**src/rtl/dinv_pkg.sv**
```systemverilog
package dinv_pkg;

    // Number of update slots in one repeating cycle.
    localparam int unsigned DINV_SLOTS = 11;

    // Registered output pair of the block.
    typedef struct packed {
        logic sel;
        logic dat;
    } dinv_out_t;

    // Slot position that follows cur in a cycle whose last position is last.
    function automatic int unsigned slot_after(input int unsigned cur,
                                               input int unsigned last);
        if (cur >= last) begin
            return 0;
        end
        return cur + 1;
    endfunction

endpackage

```
**src/rtl/dinv_mask_stage.sv**
```systemverilog
module dinv_mask_stage #(
    parameter int unsigned W = 11
) (
    input  logic         clk,
    input  logic         rst,
    input  logic         wr_en,
    input  logic [W-1:0] wr_data,
    input  logic         slot_adv,
    output logic [W-1:0] pend_mask,
    output logic [W-1:0] act_next,
    output logic [W-1:0] act_mask
);

    // A boundary applies the word that was pending before it.
    always_comb begin
        act_next = slot_adv ? pend_mask : act_mask;
    end

    always_ff @(posedge clk) begin
        if (rst) begin
            pend_mask <= '0;
            act_mask  <= '0;
        end else begin
            if (wr_en) begin
                pend_mask <= wr_data;
            end
            act_mask <= act_next;
        end
    end

endmodule

```
**src/rtl/dinv_slot_counter.sv**
```systemverilog
module dinv_slot_counter
    import dinv_pkg::*;
#(
    parameter int unsigned SLOTS = DINV_SLOTS,
    parameter int unsigned CW    = $clog2(SLOTS)
) (
    input  logic          clk,
    input  logic          rst,
    input  logic          slot_adv,
    output logic [CW-1:0] slot_next,
    output logic [CW-1:0] slot_idx
);

    localparam int unsigned LAST = SLOTS - 1;

    always_comb begin
        if (slot_adv) begin
            slot_next = CW'(slot_after(int'(slot_idx), LAST));
        end else begin
            slot_next = slot_idx;
        end
    end

    always_ff @(posedge clk) begin
        if (rst) begin
            slot_idx <= '0;
        end else begin
            slot_idx <= slot_next;
        end
    end

endmodule

```
**src/rtl/dinv_zero_scan.sv**
```systemverilog
module dinv_zero_scan #(
    parameter int unsigned W  = 11,
    parameter int unsigned CW = $clog2(W)
) (
    input  logic [W-1:0]  mask,
    input  logic [CW-1:0] pos,
    output logic          sel
);

    // zero_seen[i] is high when any of mask[i:0] is zero.
    logic [W-1:0] zero_seen;

    genvar gi;
    generate
        for (gi = 0; gi < W; gi++) begin : g_scan
            if (gi == 0) begin : g_first
                assign zero_seen[gi] = ~mask[gi];
            end else begin : g_rest
                assign zero_seen[gi] = zero_seen[gi-1] | ~mask[gi];
            end
        end
    endgenerate

    always_comb begin
        sel = 1'b0;
        for (int i = 0; i < int'(W); i++) begin
            if (pos == CW'(i)) begin
                sel = zero_seen[i];
            end
        end
    end

endmodule

```
**src/rtl/dinv_selector.sv**
```systemverilog
module dinv_selector
    import dinv_pkg::*;
#(
    parameter int unsigned SLOTS = DINV_SLOTS
) (
    input  logic             clk,
    input  logic             rst,
    input  logic             wr_en,
    input  logic [SLOTS-1:0] wr_data,
    input  logic             slot_adv,
    input  logic             data_in,
    output logic             inv_sel,
    output logic             data_out
);

    localparam int unsigned CW = $clog2(SLOTS);

    logic [SLOTS-1:0] pend_mask;
    logic [SLOTS-1:0] act_next;
    logic [SLOTS-1:0] act_mask;
    logic [CW-1:0]    slot_next;
    logic [CW-1:0]    slot_idx;
    logic             sel_next;
    dinv_out_t        out_q;

    dinv_mask_stage #(.W(SLOTS)) i_mask (
        .clk       (clk),
        .rst       (rst),
        .wr_en     (wr_en),
        .wr_data   (wr_data),
        .slot_adv  (slot_adv),
        .pend_mask (pend_mask),
        .act_next  (act_next),
        .act_mask  (act_mask)
    );

    dinv_slot_counter #(.SLOTS(SLOTS), .CW(CW)) i_count (
        .clk       (clk),
        .rst       (rst),
        .slot_adv  (slot_adv),
        .slot_next (slot_next),
        .slot_idx  (slot_idx)
    );

    // Decision for the slot that starts after this edge.
    dinv_zero_scan #(.W(SLOTS), .CW(CW)) i_scan (
        .mask (act_next),
        .pos  (slot_next),
        .sel  (sel_next)
    );

    always_ff @(posedge clk) begin
        if (rst) begin
            out_q.sel <= 1'b1;
            out_q.dat <= 1'b0;
        end else begin
            out_q.sel <= sel_next;
            out_q.dat <= data_in ^ out_q.sel;
        end
    end

    assign inv_sel  = out_q.sel;
    assign data_out = out_q.dat;

endmodule

```
**config.mk**
```make
export PLATFORM = sky130hd
export DESIGN_NAME = dinv_selector
export DESIGN_NICKNAME = d
export VERILOG_FILES = /design/src/rtl/dinv_pkg.sv /design/src/rtl/dinv_mask_stage.sv /design/src/rtl/dinv_slot_counter.sv /design/src/rtl/dinv_zero_scan.sv /design/src/rtl/dinv_selector.sv
export SDC_FILE = /design/constraint.sdc
export NUM_CORES = 1
export LEC_CHECK = 0
export BUFFER_PORTS_ARGS = -buffer_cell sky130_fd_sc_hd__buf_2
export CAP_MARGIN = 40
export CORE_AREA = 8 8 72 74
export CTS_CLUSTER_SIZE = 12
export DETAILED_ROUTE_END_ITERATION = 7
export DIE_AREA = 0 0 80 82
export HOLD_SLACK_MARGIN = 0.02
export REMOVE_ABC_BUFFERS = 1
export SLEW_MARGIN = 15
export SYNTH_ARGS = -nofsm -noshare
export SYNTH_HDL_FRONTEND = slang
export SYNTH_SLANG_ARGS = --single-unit
```
**constraint.sdc**
```tcl
create_clock -name clk -period 1.8 [get_ports clk]
set_input_delay 0.27 -clock clk [delete_from_list [all_inputs] [get_ports clk]]
set_output_delay 0.27 -clock clk [all_outputs]
set_load 0.01 [all_outputs]
```
Word level (Yosys, flattened, before mapping) --
Index checks and enable logic that the tools add are counted.
Storage, ports and cells: flip-flop bits (word level) 28, bits in latches 0, RAM bits 0, bits in read-only memories 0, input bits 16, output and inout bits 2, logic and storage cells 56, memories 0
Cells by class: add/sub/neg operators 1, $mul 0, div/mod/pow operators 0, magnitude comparators 1, eq/ne operators 10, shift operators 0, mux-type cells 16, bitwise operators 22, reduce and logical (&&, ||, !) cells 1
Operators by type and width (count):
- 4-bit by 3-bit equality test with 1-bit output (second input constant) | 4
- 1-bit 2-to-1 mux | 13
- 4-bit equality test (second input constant) | 3
- 11-bit 2-to-1 mux | 1
- 1-bit NOT | 11
- 1-bit bitwise OR | 10
- 4-bit by 2-bit equality test with 1-bit output (second input constant) | 2
- 4-bit 2-to-1 mux | 2
- 4-bit by 1-bit adder with 4-bit output (second input constant) | 1
- 4-bit by 1-bit equality test with 1-bit output (second input constant) | 1
- 4-bit greater-or-equal comparator (second input constant) | 1
- 4-bit logical NOT | 1
- 1-bit bitwise XOR | 1

Longest topological paths before layout --
depth in word-level cells 17, depth in mapped cells 8

By module --
A second synthesis with hierarchy kept.
Second synthesis, totals: cells, all modules 121, area, all modules 1291.2 µm²
Modules (own cells, without submodules):
- dinv_mask_stage | instances 1, cells an instance 70, area an instance 880.8 µm², seq. area each 440.4 µm²
- dinv_slot_counter | instances 1, cells an instance 26, area an instance 220.2 µm², seq. area each 80.1 µm²
- dinv_zero_scan | instances 1, cells an instance 20, area an instance 131.4 µm², seq. area each 0.0 µm²
- dinv_selector | instances 1, cells an instance 5, area an instance 58.8 µm², seq. area each 40.0 µm²

Worst setup path after synthesis --
Ideal clock, no wire load.
kind flip-flop to flip-flop, from register i_count.slot_idx[0], to register out_q, in the netlist inv_sel, data arrival time 1761 ps, path slack -94 ps, stages on the path, launching flop included 8, period minus slack after synthesis 1894 ps, cells stage by stage dfxtp_1 -> inv_1 -> ha_1 -> o31ai_1 -> a21boi_2 -> or3_1 -> a2111oi_2 -> o32ai_1
Between the ends: longest elaborated chain between the ends 17, elaborated cells on any way between the ends 28
Ends and longest elaborated chain:
- from (decl) | RTL line dinv_slot_counter.sv:11 | output logic [CW-1:0] slot_idx
- from (signal assigned) | RTL line dinv_slot_counter.sv:28 | slot_idx <= slot_next;
- 4-bit greater-or-equal comparator | RTL line dinv_pkg.sv:15 | if (cur >= last) begin
- 1-bit 2-to-1 mux | RTL line dinv_pkg.sv:15
- 1-bit 2-to-1 mux | RTL line dinv_slot_counter.sv:17 | if (slot_adv) begin
- 4-bit 2-to-1 mux | RTL line dinv_pkg.sv:18 | return cur + 1;
- 4-bit 2-to-1 mux (*) | RTL line dinv_slot_counter.sv:17
- 4-bit logical NOT | RTL line dinv_zero_scan.sv:27 | if (pos == CW'(i)) begin
- 1-bit 2-to-1 mux (10 in a row) | RTL line dinv_zero_scan.sv:27
- 1-bit 2-to-1 mux (*) | RTL line dinv_zero_scan.sv:27
- to (decl) | RTL line dinv_selector.sv:24 | dinv_out_t out_q;
Every way passes the cells marked *; elsewhere a longest branch is shown, timed or not. The select of a mux whose other input is x is not followed. A chain may end at the register's enable or synchronous reset.

Final worst setup path --
from register i_count.slot_idx[1], to register out_q, in the netlist inv_sel
Same word-level chain as after synthesis.

==> run summary <==
For this block, the initial DRC count from the detailed router was 90. The data required time at the worst endpoint came out at 1.99 ns. The initial core utilization came out at 32.61%.

The remaining design rule violation count is 0. The synthesized design spends more area on one cell type than any other, namely sky130_fd_sc_hd__dfxtp_1. The tool flagged a number of max-cap violations equal to 0. The worst setup path is captured at a flip-flop.

The top fanout value on the critical path is 7. The via-per-instance ratio is 5.201. The library cells used most frequently in the layout, excluding fill and tap cells, are sky130_fd_sc_hd__dfxtp_1, sky130_fd_sc_hd__nor2_1, sky130_fd_sc_hd__mux2i_1, sky130_fd_sc_hd__buf_2, sky130_fd_sc_hd__buf_4. The detail route stage leaves a number of antenna-violating nets equal to 0. The sequential-to-total area share from yosys stat is 41.48%. Setup violations remaining at the end of the flow were counted as 1. The final routed wire length divided by cell count is 14.57 microns. The die footprint is 6560 sq um. The number of buffers and inverters on the critical path is 1.

The total routed wirelength came out at 3.191 mm. The tree is rooted in a sky130_fd_sc_hd__clkbuf_8. The number of distinct library cell variants in the gate-level netlist after synthesis came out at 41.

Dividing total power by cell area gives a power density of 793.1 nW/um^2. The total number of vias came out at 1139. For this run, the leading register cell type out of synthesis is sky130_fd_sc_hd__dfxtp_1. The clock slew seen by the registers of the worst setup and hold paths is 0.09 ns. The number of diodes added for antenna fixing came out at 0. The tightest hold margin came out at 0.2250 ns. The worst hold path belongs to the class input port to flip-flop.

After synthesis, the cell types taking the most area are sky130_fd_sc_hd__dfxtp_1, sky130_fd_sc_hd__mux2i_1, sky130_fd_sc_hd__nor2_1. The count of flip-flops with a built-in enable after synthesis is 0. The setup slack at placement came out at -0.1199 ns. The area growth from synthesis to layout came out at 25.83%. The count of final hold-check violations is 0. The placement-stage cell area came out at 1569 sq um. During synthesis, Yosys emitted a total of 0 warnings. After synthesis, the mean cell area works out to 9.792 sq um. The maximum operating frequency is 0.5497 GHz. The final total negative setup slack is -0.01914 ns.

The count of mapped cells out of synthesis is 138. The library cell used most frequently in the layout, excluding fill and tap cells, is sky130_fd_sc_hd__dfxtp_1. The critical path goes through buf_4, ha_1, and3b_2, nor2_2, nand2_2, o32a_1, o32ai_1.

The vertical extent of the die came out at 82 microns. The measured slew at the worst slew-check pin came out at 0.3771 ns. The maximum vdd ir drop is 289.9 uV. The worst relative slew slack is 74.86%. Setup repair after global routing could not meet its margin everywhere. Between clock sinks in the finished design, the worst skew comes to 0.005895 ns.

The core region area came out at 4144 sq um. Once routing completed, OpenROAD measured the worst setup slack at -0.01914 ns. In this run the horizontal extent of the chip is 80 microns. The share of the synthesized area in the top cell type came out at 41.48%. The final cycle utilization of the critical path came out at 101.1%. The pin count of the biggest net entering global routing is 19. The remaining global-route overflow came out at 0. The largest stage delay on the critical path came out at 0.36 ns.

The final critical path time including I/O delays and setup came out at 1.819 ns. The first global-routing pass estimated 5.375 mm of wire. The number of iterations in the first detailed-routing pass is 4. The count of pins on the block boundary came out at 18. The worst setup path is of the flip-flop to flip-flop kind. The clock latency of the later-clocked register in the worst-skew pair came out at 0.28 ns. The number of nets in the finished design came out at 186. The synthesized flop and latch total is 28. Counting flops with an async set or reset pin after synthesis yields a share of 0%. The half-perimeter wire length of the detailed placement result came out at 2.422 mm. The slowest cell on the critical path is sky130_fd_sc_hd__o32a_1.

The layout cell share with drive strength beyond 1 came out at 31.14%. STA classifies the critical path startpoint as a flip-flop. The final RePlAce weighted congestion is 0.8092. The deepest level of the CTS H-tree is 1.

The final standard cell utilization of the core came out at 41.03%. Global routing used 10.26% of the available tracks across all layers. The number of core rows is 24. In this run the deepest clock path goes through 2 buffers. In this run the tool buffered the top-level ports with 17 buffer cells. The post-layout instance area came out at 1700 sq um. The total instance count after detailed placement is 213. The count of non-filler cells in the finished layout came out at 219. TritonCTS built the clock tree. The CTS buffer count came out at 3. The initial antenna violation count was 0.

The gate family responsible for the most delay along the worst path is simple AND/OR/NAND/NOR gates. STA puts the critical path data arrival time at 2.01 ns. The max-slew violation count is 0.

For this design the static power due to leakage is 0.7222 nW. The post-synthesis instance area came out at 1351 sq um. The checks that failed: negative setup slack. The flow ran to the end, but the final reports show violations. The sum of internal, switching and leakage power is 1.349 mW. The clock net in this run drives a total of 28 sinks. The via count of the first global-routing pass came out at 1231.
==> metal layers <==
layer	track usage, %	vias to the layer above	share of wire, %
li1	-	560	-
met1	10.49	548	43
met2	18.11	20	50
met3	2.188	11	2.9
met4	7.818	0	4.5
met5	0	-	0
==> path summary, 6_finish.rpt <==
check,start,end,slack [ns],cells after the start
worst max-delay path,i_count.slot_idx[1],inv_sel,-0.02,7
worst min-delay path,wr_data[7],i_mask.pend_mask[7],0.23,3
worst max register to register,i_count.slot_idx[1],inv_sel,-0.02,7
worst min register to register,i_mask.act_mask[8],i_mask.act_mask[8],0.51,2
==> cell families (layout without fill, tap and decap cells) <==
group	Yosys count	after routing	share of synthesized area (%)
buf+inv	9	38	3.704
fa+ha+maj	2	2	1.852
flops	28	28	41.48
xor+xnor	1	1	0.6483
mux	23	23	17.13
compound gates	23	23	15.65
simple gates	52	52	19.54
==> layout make-up <==
type / count / area [sq um]
Timing Repair Buffer: 32 / 210.2
Clock buffer: 3 / 41.29
Fill cell: 423 / 2444
Clock inverter: 1 / 30.03
Sequential cell: 28 / 561.8
Tap cell: 52 / 65.06
Inverter: 2 / 7.507
Multi-Input combinational cell: 101 / 784.5
==> Yosys cell counts (all sizes together), types with 2 or more instances <==
master	count
buf	5
o31ai	2
a21boi	2
mux2i	22
nor2	26
and3	2
a22oi	2
nand3b	3
dfxtp	28
nand2	3
o21ai	3
o31a	3
nor2b	4
inv	2
nand4	2
nand3	5
ha	2
or2b	2
clkbuf	2
==> timing repair <==
action | in CTS | in global routing
gates resized for setup | 4 | 6
hold buffers | 0 | 0
setup buffers | 2 | 0
setup endpoints to repair | 1 | 1
pin swaps | 7 | 5
==> where the power goes <==
part,leakage (nW),switching [mW],internal (mW)
logic,0.457,0.0934,0.0967
clock network,0.0357,0.192,0.298
registers,0.230,0.0207,0.648
total,0.722,0.306,1.04
==> tightest hold or removal path: cells and delay by family <==
kind          cells  cell delay, ns
simple gates      1            0.07
mux               1            0.06
buf+inv           1            0.08
==> state kept, by name (all words and copies together) (netlist names) <==
| name | cells |
|---|---|
| inv_sel | 1 |
| i_count.slot_idx | 4 |
| i_mask.pend_mask | 11 |
| i_mask.act_mask | 11 |
| data_out | 1 |
No activity file was read; power rests on OpenSTA's default activity.
